[src/rtl/sram_ctl_pkg.sv]
`timescale 1ns/1ps
package sram_ctl_pkg;

  typedef enum logic [1:0] {
    ST_IDLE    = 2'd0,
    ST_SETUP   = 2'd1,
    ST_ACTIVE  = 2'd2,
    ST_RECOVER = 2'd3
  } seq_state_e;

  function automatic int unsigned ns_to_cyc(input int unsigned ns, input int unsigned per);
    return (ns + per - 1) / per;
  endfunction

  function automatic int unsigned umax(input int unsigned a, input int unsigned b);
    return (a > b) ? a : b;
  endfunction

endpackage

[src/rtl/sram_ctl_timer.sv]
`timescale 1ns/1ps
module sram_ctl_timer #(
  parameter int CNT_W = 4
) (
  input  logic             clk,
  input  logic             rst_n,
  input  logic             load,
  input  logic [CNT_W-1:0] load_val,
  input  logic             run,
  output logic             last
);

  logic [CNT_W-1:0] cnt_q;
  logic [CNT_W-1:0] cnt_d;
  logic             cnt_en;

  always_comb begin
    cnt_en = load | run;
    cnt_d  = cnt_q;
    if (load) begin
      cnt_d = load_val;
    end else if (run && (cnt_q != '0)) begin
      cnt_d = cnt_q - 1'b1;
    end
  end

  always_ff @(posedge clk or negedge rst_n) begin
    if (!rst_n) begin
      cnt_q <= '0;
    end else if (cnt_en) begin
      cnt_q <= cnt_d;
    end
  end

  assign last = run && (cnt_q == {{(CNT_W-1){1'b0}}, 1'b1});

endmodule

[src/rtl/sram_ctl_fsm.sv]
`timescale 1ns/1ps
module sram_ctl_fsm
  import sram_ctl_pkg::*;
(
  input  logic       clk,
  input  logic       rst_n,
  input  logic       start,
  input  logic       op_wr,
  input  logic       cnt_last,
  output seq_state_e state,
  output logic       cnt_load,
  output logic       cnt_run,
  output logic       capture,
  output logic       cs_n,
  output logic       we_n,
  output logic       oe_n,
  output logic       dq_oe
);

  seq_state_e st_q;
  seq_state_e st_d;
  logic       cs_n_d;
  logic       we_n_d;
  logic       oe_n_d;
  logic       dq_oe_d;

  always_comb begin
    st_d = st_q;
    unique case (st_q)
      ST_IDLE:    if (start)    st_d = ST_SETUP;
      ST_SETUP:                 st_d = ST_ACTIVE;
      ST_ACTIVE:  if (cnt_last) st_d = ST_RECOVER;
      ST_RECOVER:               st_d = ST_IDLE;
      default:                  st_d = ST_IDLE;
    endcase
  end

  always_comb begin
    cs_n_d  = !((st_d == ST_SETUP) || (st_d == ST_ACTIVE));
    we_n_d  = !((st_d == ST_ACTIVE) && op_wr);
    oe_n_d  = !((st_d == ST_ACTIVE) && !op_wr);
    dq_oe_d = (st_d == ST_ACTIVE) && op_wr;
  end

  always_ff @(posedge clk or negedge rst_n) begin
    if (!rst_n) begin
      st_q  <= ST_IDLE;
      cs_n  <= 1'b1;
      we_n  <= 1'b1;
      oe_n  <= 1'b1;
      dq_oe <= 1'b0;
    end else begin
      st_q  <= st_d;
      cs_n  <= cs_n_d;
      we_n  <= we_n_d;
      oe_n  <= oe_n_d;
      dq_oe <= dq_oe_d;
    end
  end

  assign state    = st_q;
  assign cnt_load = (st_q == ST_SETUP);
  assign cnt_run  = (st_q == ST_ACTIVE);
  assign capture  = (st_q == ST_ACTIVE) && cnt_last && !op_wr;

endmodule

[src/rtl/sram_ctl_dpath.sv]
`timescale 1ns/1ps
module sram_ctl_dpath #(
  parameter int ADDR_W = 16,
  parameter int DATA_W = 4
) (
  input  logic              clk,
  input  logic              rst_n,
  input  logic              take,
  input  logic              in_we,
  input  logic [ADDR_W-1:0] in_addr,
  input  logic [DATA_W-1:0] in_wdata,
  input  logic              capture,
  input  logic [DATA_W-1:0] bus_in,
  output logic              op_wr,
  output logic [ADDR_W-1:0] addr,
  output logic [DATA_W-1:0] wdata,
  output logic [DATA_W-1:0] rdata,
  output logic              rvalid
);

  always_ff @(posedge clk or negedge rst_n) begin
    if (!rst_n) begin
      op_wr <= 1'b0;
      addr  <= '0;
      wdata <= '0;
    end else if (take) begin
      op_wr <= in_we;
      addr  <= in_addr;
      wdata <= in_wdata;
    end
  end

  always_ff @(posedge clk or negedge rst_n) begin
    if (!rst_n) begin
      rdata <= '0;
    end else if (capture) begin
      rdata <= bus_in;
    end
  end

  always_ff @(posedge clk or negedge rst_n) begin
    if (!rst_n) begin
      rvalid <= 1'b0;
    end else begin
      rvalid <= capture;
    end
  end

endmodule

[src/rtl/sram_ctl.sv]
`timescale 1ns/1ps
module sram_ctl
  import sram_ctl_pkg::*;
#(
  parameter int ADDR_W   = 16,
  parameter int DATA_W   = 4,
  parameter int CLK_NS   = 5,
  parameter int T_WP_NS  = 9,
  parameter int T_DW_NS  = 6,
  parameter int T_AA_NS  = 12,
  parameter int T_OE_NS  = 6,
  parameter int T_RC_NS  = 12
) (
  input  logic              clk,
  input  logic              rst_n,
  input  logic              req_valid,
  output logic              req_ready,
  input  logic              req_we,
  input  logic [ADDR_W-1:0] req_addr,
  input  logic [DATA_W-1:0] req_wdata,
  output logic              rsp_valid,
  output logic [DATA_W-1:0] rsp_rdata,
  output logic [ADDR_W-1:0] mem_addr,
  output logic [DATA_W-1:0] mem_dq_o,
  output logic              mem_dq_oe,
  input  logic [DATA_W-1:0] mem_dq_i,
  output logic              mem_cs_n,
  output logic              mem_we_n,
  output logic              mem_oe_n
);

  localparam int WR_CYC = int'(umax(umax(ns_to_cyc(T_WP_NS, CLK_NS),
                                         ns_to_cyc(T_DW_NS, CLK_NS)), 1));
  localparam int RC_ACT = int'(umax(ns_to_cyc(T_RC_NS, CLK_NS), 2)) - 1;
  localparam int RD_CYC = int'(umax(umax(ns_to_cyc(T_AA_NS, CLK_NS),
                                         ns_to_cyc(T_OE_NS, CLK_NS)),
                                    umax(RC_ACT, 1)));
  localparam int CNT_W  = $clog2(int'(umax(WR_CYC, RD_CYC)) + 1);

  seq_state_e       state;
  logic             take;
  logic             op_wr;
  logic             cnt_load;
  logic             cnt_run;
  logic             cnt_last;
  logic             capture;
  logic [CNT_W-1:0] cnt_init;

  assign req_ready = (state == ST_IDLE);
  assign take      = req_valid && req_ready;
  assign cnt_init  = op_wr ? CNT_W'(WR_CYC) : CNT_W'(RD_CYC);

  sram_ctl_dpath #(
    .ADDR_W (ADDR_W),
    .DATA_W (DATA_W)
  ) u_dpath (
    .clk      (clk),
    .rst_n    (rst_n),
    .take     (take),
    .in_we    (req_we),
    .in_addr  (req_addr),
    .in_wdata (req_wdata),
    .capture  (capture),
    .bus_in   (mem_dq_i),
    .op_wr    (op_wr),
    .addr     (mem_addr),
    .wdata    (mem_dq_o),
    .rdata    (rsp_rdata),
    .rvalid   (rsp_valid)
  );

  sram_ctl_timer #(
    .CNT_W (CNT_W)
  ) u_timer (
    .clk      (clk),
    .rst_n    (rst_n),
    .load     (cnt_load),
    .load_val (cnt_init),
    .run      (cnt_run),
    .last     (cnt_last)
  );

  sram_ctl_fsm u_fsm (
    .clk      (clk),
    .rst_n    (rst_n),
    .start    (take),
    .op_wr    (op_wr),
    .cnt_last (cnt_last),
    .state    (state),
    .cnt_load (cnt_load),
    .cnt_run  (cnt_run),
    .capture  (capture),
    .cs_n     (mem_cs_n),
    .we_n     (mem_we_n),
    .oe_n     (mem_oe_n),
    .dq_oe    (mem_dq_oe)
  );

endmodule

[config.mk]
export PLATFORM = sky130hd
export DESIGN_NAME = sram_ctl
export DESIGN_NICKNAME = d
export VERILOG_FILES = /design/src/rtl/sram_ctl_pkg.sv /design/src/rtl/sram_ctl_timer.sv /design/src/rtl/sram_ctl_fsm.sv /design/src/rtl/sram_ctl_dpath.sv /design/src/rtl/sram_ctl.sv
export SDC_FILE = /design/constraint.sdc
export NUM_CORES = 1
export LEC_CHECK = 0
export ABC_AREA = 1
export BUFFER_PORTS_ARGS = -buffer_cell sky130_fd_sc_hd__buf_2
export CORE_MARGIN = 3
export CORE_UTILIZATION = 49
export CTS_BUF_LIST = sky130_fd_sc_hd__clkbuf_4 sky130_fd_sc_hd__clkbuf_8
export DETAILED_ROUTE_END_ITERATION = 10
export HOLD_SLACK_MARGIN = 0.05
export PLACE_DENSITY = 0.78
export SYNTH_ARGS = -nofsm -noshare
export SYNTH_HDL_FRONTEND = slang
export SYNTH_SLANG_ARGS = --single-unit
[constraint.sdc]
create_clock -name clk -period 1.8 [get_ports clk]
set_input_delay 0.36 -clock clk [delete_from_list [all_inputs] [get_ports clk]]
set_output_delay 0.36 -clock clk [all_outputs]
set_load 0.005 [all_outputs]
==> results of run 1 <==
==> cells by family after synthesis <==
family | count (synthesis) | share of synthesized area
buffers and inverters | 16 | 0.0512
adders and majority gates | 7 | 0.0618
AOI/OAI and AO/OA | 4 | 0.0141
DFF | 34 | 0.603
and+or+nand+nor | 93 | 0.270
==> through the flow <==
stage / hold slack (ns) / total power, mW / instances
CTS: 0.0773 / 3.05 / 246
global route: 0.110 / 3.31 / 246
finish: 0.0682 / 3.00 / 246
detailed placement: 0.412 / 2.61 / 238
floorplan: 0.0644 / 2.07 / 154
global placement: 0.401 / 2.54 / 238
==> critical path, cell delays in order, from the launching register on <==
cell     delay (ns)
dfrtp_1        0.39
inv_1          0.10
ha_2           0.20
buf_4          0.17
buf_2          0.12
==> flip-flops by register name (all words and copies together) (netlist names) <==
register and count:
u_dpath.addr 16, u_dpath.op_wr 1, u_dpath.rdata 4, u_dpath.rvalid 1, u_dpath.wdata 4, u_fsm.cs_n 1, u_fsm.dq_oe 1, u_fsm.oe_n 1
u_fsm.state 2, u_fsm.we_n 1, u_timer.cnt_q 2
==> synthesized netlist by cell type (all sizes together) <==
| cell | count |
|---|---|
| nand2 | 69 |
| dfrtp | 31 |
| nand3 | 23 |
| inv | 10 |
| ha | 7 |
| buf | 6 |
| dfstp | 3 |
| o21ai | 3 |
| a21oi | 1 |
| nor2 | 1 |
==> how the worst min path moves through the flow <==
stage / slack [ns] / endpoint / from / cells past startpoint
6_report: 0.07 / u_dpath.addr[15] / rst_n / 1
5_1_grt: 0.11 / u_dpath.addr[2] / rst_n / 1
4_1_cts: 0.08 / u_dpath.addr[10] / rst_n / 1
3_5_place_dp: 0.41 / u_fsm.we_n / u_dpath.op_wr / 1
3_3_place_gp: 0.40 / u_fsm.we_n / u_dpath.op_wr / 1
2_1_floorplan: 0.06 / u_dpath.addr[0] / rst_n / 0
==> power by group through the flow <==
stage	combinational, mW	clock [mW]	sequential (mW)
CTS	1.29	0.444	1.31
global placement	1.23	0	1.31
finish	1.26	0.427	1.31
floorplan	0.711	0	1.35
global route	1.48	0.483	1.35
detailed placement	1.29	0	1.32
==> routing by layer <==
metal | up-vias | wire [um]
li1 | 602 | -
met1 | 554 | 1080
met2 | 42 | 1450
met3 | 5 | 267
met4 | 0 | 38
met5 | - | 0
==> final cells by class <==
cell class | count | area share
inverter | 10 | 0.0210
clock buffer | 8 | 0.0335
sequential | 34 | 0.477
timing repair buffer | 60 | 0.172
tap | 30 | 0.0210
multi-input combinational | 104 | 0.275
==> impl_results.md, run 1 <==
- Area growth, synth to finish: 26.3%
- Largest net degree at the start of global routing: 35
- Setup violators final: 0
- Hold Fails Final Rpt: 0
- Commonest non-fill, non-tap cells in the layout: 69 x nand2_1, 57 x buf_2, 31 x dfrtp_1
- Number of buffers created by CTS: 5
- Multi-input logic area: between 400 and 500 um^2
- HP Class: in -> async
- Clock power frac: 0.142
- CTS resizes: 0
- RSZ-0062 raised after global routing: no
- Max cap viols: 0
- GR Util met3: 0.0799
- Slew headroom: 0.536
- Drt wl/cell: ~12 um
- Antenna diodes: 0
- Die area: approximately 0.0036 mm^2
- IO Pins: between 50 and 60
- First-pass GRT wire length: ~4.7 mm
- PortBufs: 57
- Cell count after synthesis: 154
- Setup TNS: 0 ns
- Post-place setup slack: just under 0.4 ns
- Critical Path End Type: output pin
- Most common cell after layout, fill and taps aside: nand2_1
- Worst setup path endpoint: req_ready
- Clk buf depth: 2
- CTS H-tree lvls: 2
- Critical path peak fanout: 11
- GR peak layer: met2
- Iteration-0 DRC Markers: 47
- F_max: ~600 MHz
- Mapped Nets: about 190
- Core region area: 0.00261 mm^2
- ANT nets after route: 0
- Cell area after layout: roughly 0.0018 mm^2
- Final nets: between 200 and 300
- Cts hold-fix bufs: 0
- Clock transition at path regs: 0.09 ns
- GPL Wtd Cong: between 0.8 and 0.9
- Fillers: around 230
- GR Util met1: 0.191
- Synth area leader: dfrtp_1
- Worst slew pin tran: 0.696 ns
- Critical Path RT: roughly 1.4 ns
- Internal power: 1.90 mW
- Sw frac: 0.368
- Tot GR Track Use: 0.180
- Setup ws final: between 0.1 and 0.15 ns
- Max VDD drop: 1.13 mV
- Fin Clk Skew: 0.00564 ns
- Initial antenna violation count: 0
- Post-DP HPWL: ~2.2 mm
- First-pass DRT Iterations: 4
- R2R Path End: u_fsm.dq_oe
- Crit path from: u_fsm.state[1]
- CP startpoint kind: flip-flop
- Postcts setup bufs: 0
- Reg2reg start: u_fsm.state[0]
- Status: finished, final reports clean
- Cell Area, Placed: roughly 0.0017 mm^2
- Die Y-Extent: 59.8 um
- Met2 Use GR: 0.316
- Layout cell share with drive strength beyond 1: 0.347
- Clk Latency, worst-skew pair: between 0.3 and 0.4 ns
- Power Dens Cells: between 1500 and 2000 mW/mm^2
- Comb power frac: 0.421
- Post-synth top area share: 0.547
- Synthesized cell area: 0.00142 mm^2
- Min Tclk post-route: approximately 1.7 ns
- Area contributors post-synth: dfrtp_1 55%, nand2_1 18%, nand3_1 7.8%
- Final Cycle Share: 0.931
- TritonCTS clock tree: built
- Congestion Overflow GR: 0
- Arr. time, crit path: around 1.3 ns
- Sequential share of the synthesized area: 0.603
- Die Span X: roughly 60 um
- Pleak: around 1.1 nW
- Worst R2R Setup Slack: 0.41 ns
- Drc violations: 0
- YS warnings: 0
- Register Area: 855 um^2
- Final Util: 0.685
- Root buf cell: clkbuf_4
- Drt total wl: between 2 and 3 mm
- Seq pwr share: 0.437
- Post-synthesis register bit count: 34
- Vias in the first global route: approximately 1200
- Count of cell types in the netlist: 13
- NetSw: 1.10 mW
- Post-Syn Area per Cell: just over 9 um^2
- Worst-case reg-to-reg path depth: 8
- Final max-slew violation count: 0
- Row count: 18
- CP Class: reg -> out
- Drt via density: 4.89
- Clk sink count: 34
- Initial Utilization: 0.543
- Via count: 1203
Power figures use the tool's default switching activity.
==> run 2: changes to the inputs <==
--- a/config.mk
+++ b/config.mk
@@ -12,7 +12,7 @@
 export CTS_BUF_LIST = sky130_fd_sc_hd__clkbuf_4 sky130_fd_sc_hd__clkbuf_8
 export DETAILED_ROUTE_END_ITERATION = 10
 export HOLD_SLACK_MARGIN = 0.05
-export PLACE_DENSITY = 0.78
+export PLACE_DENSITY = 0.81
 export SYNTH_ARGS = -nofsm -noshare
 export SYNTH_HDL_FRONTEND = slang
 export SYNTH_SLANG_ARGS = --single-unit
==> run 2 against run 1 <==
Net effect: cell area is 0.70% higher; critical path type unchanged; largest cell class unchanged; sequential share of layout area is 0.33 points lower; register-to-register slack worse by 0.07 ns.
==> impl_results.md, run 2 (synthesized netlist as in run 1, its figures left out) <==
- Final nets: 249 (was 250)
- Critical path peak fanout: 4 (was 11)
- Root buf cell: clkbuf_4 (unchanged)
- Finished Layout Cells: 245 (was 246)
- CTS resizes: 0 (unchanged)
- Pleak: 1.07 nW (was 1.06 nW)
- ANT nets after route: 0 (unchanged)
- GPL Wtd Cong: 0.768 (was 0.822)
- Row count: 18 (unchanged)
- Via count: 1215 (was 1203)
- Die Y-Extent: 59.8 um (unchanged)
- First-pass GRT wire length: 4.67 mm (was 4.73 mm)
- Tot GR Track Use: 0.175 (was 0.180)
- Drt via density: 4.96 (was 4.89)
- Slew headroom: 0.523 (was 0.536)
- Setup TNS: 0 ns (unchanged)
- Final max-slew violation count: 0 (unchanged)
- Postcts setup bufs: 0 (unchanged)
- Clk Latency, worst-skew pair: 0.32 ns (was 0.33 ns)
- Largest net degree at the start of global routing: 35 (unchanged)
- PortBufs: 57 (unchanged)
- Clk sink count: 34 (unchanged)
- Number of buffers created by CTS: 5 (unchanged)
- Iteration-0 DRC Markers: 48 (was 47)
- Arr. time, crit path: 1.19 ns (was 1.31 ns)
- Post-DP HPWL: 2.17 mm (was 2.22 mm)
- Status: finished, final reports clean (unchanged)
- Max reg flops: 16 (unchanged)
- Area growth, synth to finish: 27.2% (was 26.3%)
- Die Span X: 59.8 um (unchanged)
- Fin Hold WS: 0.0739 ns (was 0.0682 ns)
- Drt wl/cell: 11.6 um (was 11.5 um)
- Most common cell after layout, fill and taps aside: nand2_1 (unchanged)
- Cell Area, Placed: 0.00172 mm^2 (was 0.00173 mm^2)
- CP Class: reg -> out (unchanged)
- TritonCTS clock tree: built (unchanged)
- IO Pins: 58 (unchanged)
- Min Tclk post-route: 1.55 ns (was 1.67 ns)
- Drc violations: 0 (unchanged)
- Layout cell share with drive strength beyond 1: 0.335 (was 0.347)
- Antenna diodes: 0 (unchanged)
- Commonest non-fill, non-tap cells in the layout: 69 x nand2_1, 57 x buf_2, 31 x dfrtp_1 (unchanged)
- Top reg by flops: u_dpath.addr (unchanged)
- Setup violators final: 0 (unchanged)
- Max VDD drop: 1.13 mV (about the same)
- Placed Instances: 237 (was 238)
- Die area: 0.00357 mm^2 (unchanged)
- Fin Clk Skew: 0.00927 ns (was 0.00564 ns)
- Vias in the first global route: 1126 (was 1166)
- Critical Path End Type: output pin (unchanged)
- Initial antenna violation count: 0 (unchanged)
- CTS H-tree lvls: 2 (unchanged)
- Drt total wl: 2.84 mm (about the same)
- Worst slew pin tran: 0.716 ns (was 0.696 ns)
- Final Util: 0.690 (was 0.685)
- Worst R2R Setup Slack: 0.34 ns (was 0.41 ns)
- Critical Path RT: 1.44 ns (about the same)
- Clk buf depth: 2 (unchanged)
- Clock transition at path regs: 0.10 ns (was 0.09 ns)
- Biggest regs: u_dpath.addr: 16 flops, u_dpath.rdata: 4 flops, u_dpath.wdata: 4 flops (unchanged)
- HP Class: in -> async (unchanged)
- Max cap viols: 0 (unchanged)
- Core region area: 0.00261 mm^2 (unchanged)
- Cts hold-fix bufs: 0 (unchanged)
- First-pass DRT Iterations: 4 (unchanged)
- Cell area after layout: 0.00180 mm^2 (was 0.00179 mm^2)
- Congestion Overflow GR: 0 (unchanged)
- Hold Fails Final Rpt: 0 (unchanged)
- Initial Utilization: 0.543 (unchanged)
- Final Cycle Share: 0.861 (was 0.931)
- RSZ-0062 raised after global routing: no (unchanged)
- Power Dens Cells: 1720 mW/mm^2 (was 1680 mW/mm^2)
- CP startpoint kind: flip-flop (unchanged)
- F_max: 645 MHz (was 597 MHz)
run 2: per-layer routing:
layer / track usage / share of wire
met1: 0.201 / 0.40
met2: 0.299 / 0.51
met3: 0.0454 / 0.074
met4: 0.0823 / 0.015
met5: 0 / 0
run 2: report_power, final:
| group | total, mW | internal (mW) | switching (mW) |
|---|---|---|---|
| clock network | 0.560 | 0.325 | 0.236 |
| logic | 1.23 | 0.529 | 0.699 |
| registers | 1.31 | 1.14 | 0.169 |
| total | 3.10 | 2.00 | 1.10 |
run 2: layout make-up:
class	instances	area [um^2]
multi-input combinational	104	490
timing repair buffer	59	300
tap	30	37.5
inverter	10	37.5
clock inverter	1	30.0
clock buffer	7	52.6
fill	215	810
sequential	34	855
run 2: per-stage QoR:
step | total power [mW] | worst slack [ns]
finish | 3.10 | 0.250
CTS | 3.15 | 0.226
detailed placement | 2.59 | 0.349
global placement | 2.51 | 0.436
floorplan | 2.07 | 0.431
global route | 3.41 | 0.140
run 2: path summary, 6_finish.rpt:
path / start / endpoint / cells after the start
min in group clk: mem_dq_i[1] / u_dpath.rdata[1] / 3
hold reg to reg: u_dpath.op_wr / u_fsm.we_n / 1
setup reg to reg: u_fsm.state[0] / u_fsm.dq_oe / 8
max in group asynchronous: rst_n / u_timer.cnt_q[0] / 1
setup / recovery: u_fsm.state[0] / req_ready / 3
hold / removal: rst_n / u_dpath.wdata[3] / 1
run 2: critical path: stages, from the launching register on:
cell and delay (ns):
dfrtp_1 0.41, inv_1 0.13, ha_1 0.20, buf_2 0.13
==> run 3: changes to the inputs <==
--- a/config.mk
+++ b/config.mk
@@ -7,6 +7,7 @@
 export LEC_CHECK = 0
 export ABC_AREA = 1
 export BUFFER_PORTS_ARGS = -buffer_cell sky130_fd_sc_hd__buf_2
+export CORE_ASPECT_RATIO = 0.5
 export CORE_MARGIN = 3
 export CORE_UTILIZATION = 49
 export CTS_BUF_LIST = sky130_fd_sc_hd__clkbuf_4 sky130_fd_sc_hd__clkbuf_8
==> run 3 against run 2 <==
Net effect: non-clock buffer count rose by 1; routed wire length fell by 0.46%; die area rose by 1.1%; sequential power barely moved; sequential share of layout area fell by 0.74 points; cell area rose by 1.6%; worst setup slack got worse by 0.12 ns; core utilization fell by 0.35 points; combinational power barely moved; hold slack improved by 0.057 ns; count of clock-buffer cells in the layout did not move; clock skew fell by 0.0051 ns; critical endpoint unchanged.
==> impl_results.md, run 3 (synthesized netlist as in run 1, its figures left out) <==
- Status: finished, final reports clean (unchanged)
- PortBufs: 57 (unchanged)
- Final nets: 250 (was 249)
- Number of buffers created by CTS: 5 (unchanged)
- Root buf cell: clkbuf_8 (was clkbuf_4)
- Met1 WL: 1.28 mm (was 1.13 mm)
- R2R Path End: u_fsm.dq_oe (unchanged)
- Drc violations: 0 (unchanged)
- Max cap viols: 0 (unchanged)
- Initial antenna violation count: 0 (unchanged)
- Clk Latency, worst-skew pair: 0.28 ns (was 0.32 ns)
- Register Area: 855 um^2 (unchanged)
- Row count: 13 (was 18)
- Initial Utilization: 0.531 (was 0.543)
- Final max-slew violation count: 0 (unchanged)
- NetSw: 1.14 mW (was 1.10 mW)
- RSZ-0062 raised after global routing: no (unchanged)
- Multi-input logic area: 490 um^2 (unchanged)
- Clk buf depth: 2 (unchanged)
- Design Power: 3.15 mW (was 3.10 mW)
- CP Class: reg -> out (unchanged)
- Most common cell after layout, fill and taps aside: nand2_1 (unchanged)
- CTS resizes: 0 (unchanged)
- Drt wl/cell: 11.2 um (was 11.6 um)
- Critical path peak fanout: 11 (was 4)
- GPL Wtd Cong: 0.813 (was 0.768)
- Final Cycle Share: 0.926 (was 0.861)
- Top reg by flops: u_dpath.addr (unchanged)
- Largest net degree at the start of global routing: 35 (unchanged)
- Clock power frac: 0.186 (was 0.181)
- Antenna diodes: 0 (unchanged)
- First-pass GRT wire length: 4.46 mm (was 4.67 mm)
- Worst slew pin tran: 0.714 ns (was 0.716 ns)
- IO Pins: 58 (unchanged)
- Die Y-Extent: 44.0 um (was 59.8 um)
- Via count: 1152 (was 1215)
- Highest metal used: met4 (unchanged)
- Slew headroom: 0.524 (was 0.523)
- Max reg flops: 16 (unchanged)
- Comb power frac: 0.398 (was 0.396)
- Biggest regs: u_dpath.addr: 16 flops, u_dpath.rdata: 4 flops, u_dpath.wdata: 4 flops (unchanged)
- CP startpoint kind: flip-flop (unchanged)
- Hold Fails Final Rpt: 0 (unchanged)
- Total length of routed met3 wires: 153 um (was 210 um)
- Setup violators final: 0 (unchanged)
- Clock transition at path regs: 0.07 ns (was 0.10 ns)
- Commonest non-fill, non-tap cells in the layout: 69 x nand2_1, 57 x buf_2, 31 x dfrtp_1 (unchanged)
- Critical Path RT: 1.44 ns (about the same)
- Iteration-0 DRC Markers: 54 (was 48)
- Fillers: 234 (was 215)
- Clk sink count: 34 (unchanged)
- Drt total wl: 2.83 mm (was 2.84 mm)
- HP Class: in -> async (unchanged)
- Arr. time, crit path: 1.31 ns (was 1.19 ns)
- Worst R2R Setup Slack: 0.37 ns (was 0.34 ns)
- Reg2reg start: u_fsm.state[0] (unchanged)
- Layout cell share with drive strength beyond 1: 0.338 (was 0.335)
- First-pass DRT Iterations: 4 (unchanged)
- Vias in the first global route: 1036 (was 1126)
- Seq pwr share: 0.416 (was 0.423)
- Fin Clk Skew: 0.00413 ns (was 0.00927 ns)
- Setup TNS: 0 ns (unchanged)
- Fin Hold WS: 0.131 ns (was 0.0739 ns)
- TritonCTS clock tree: built (unchanged)
- Tot GR Track Use: 0.168 (was 0.175)
- Die Span X: 82.1 um (was 59.8 um)
- Sw frac: 0.360 (was 0.356)
- ANT nets after route: 0 (unchanged)
- Post-DP HPWL: 2.07 mm (was 2.17 mm)
- Congestion Overflow GR: 0 (unchanged)
- Cts hold-fix bufs: 0 (unchanged)
- Min Tclk post-route: 1.67 ns (was 1.55 ns)
- WL met2: 1.38 mm (was 1.46 mm)
- Critical Path End Type: output pin (unchanged)
- Power Dens Cells: 1720 mW/mm^2 (about the same)
- Area growth, synth to finish: 29.2% (was 27.2%)
- Postcts setup bufs: 0 (unchanged)
- Worst-case reg-to-reg path depth: 8 (unchanged)
- Max VDD drop: 0.939 mV (was 1.13 mV)
- Core region area: 0.00267 mm^2 (was 0.00261 mm^2)
- Internal power: 2.02 mW (was 2.00 mW)
- Pleak: 1.08 nW (was 1.07 nW)
- F_max: 600 MHz (was 645 MHz)
- Die area: 0.00361 mm^2 (was 0.00357 mm^2)
- Drt via density: 4.55 (was 4.96)
- CTS H-tree lvls: 2 (unchanged)
-- run 3: changes by cell type in the layout (fill, tap and decap cells not counted) --
cell | previous run | this run
clkinv_2 | 0 | 1
clkbuf_8 | 0 | 6
bufinv_16 | 1 | 0
buf_4 | 2 | 3
clkbuf_4 | 7 | 1
-- run 3: routing by layer --
layer / GRT usage / vias up
li1: - / 603
met1: 0.205 / 524
met2: 0.286 / 23
met3: 0.0732 / 2
met4: 0.0298 / 0
met5: 0 / -
-- run 3: area by class of cell --
class,instances,share of cell area
flip-flops and latches,34,0.467
multi-input cells,104,0.268
inverters,10,0.0205
clock buffers,7,0.0492
repair buffers,60,0.168
clock inverters,1,0.00273
well taps,37,0.0253
-- run 3: how the worst max path moves through the flow --
stage / end / startpoint / slack (ns)
after floorplan: u_fsm.dq_oe / u_fsm.state[0] / 0.43
after global placement: u_fsm.dq_oe / req_valid / 0.43
after detailed placement: u_fsm.dq_oe / u_fsm.state[0] / 0.38
after CTS: req_ready / u_fsm.state[0] / 0.12
after global routing: req_ready / u_fsm.state[0] / 0.03
final: req_ready / u_fsm.state[0] / 0.13
-- run 3: power groups by stage --
stage,sequential (mW),combinational (mW),clock [mW]
floorplan,1.35,0.711,0
global placement,1.32,1.22,0
detailed placement,1.32,1.27,0
CTS,1.31,1.28,0.599
global route,1.35,1.45,0.650
finish,1.31,1.25,0.586
-- run 3: worst max-delay path: stages (launching register included) --
cell and delay [ns]:
dfrtp_1 0.39, inv_1 0.12, ha_1 0.20, buf_4 0.18, buf_2 0.13
-- run 3: through the flow --
step | instance area, um^2 | setup slack, ns | utilization | std cells
floorplan | 1420 | 0.431 | - | 154
global placement | 1740 | 0.430 | 0.651 | 245
detailed placement | 1740 | 0.383 | 0.651 | 245
CTS | 1830 | 0.118 | 0.687 | 253
global route | 1830 | 0.0284 | 0.687 | 253
finish | 1830 | 0.133 | 0.687 | 253
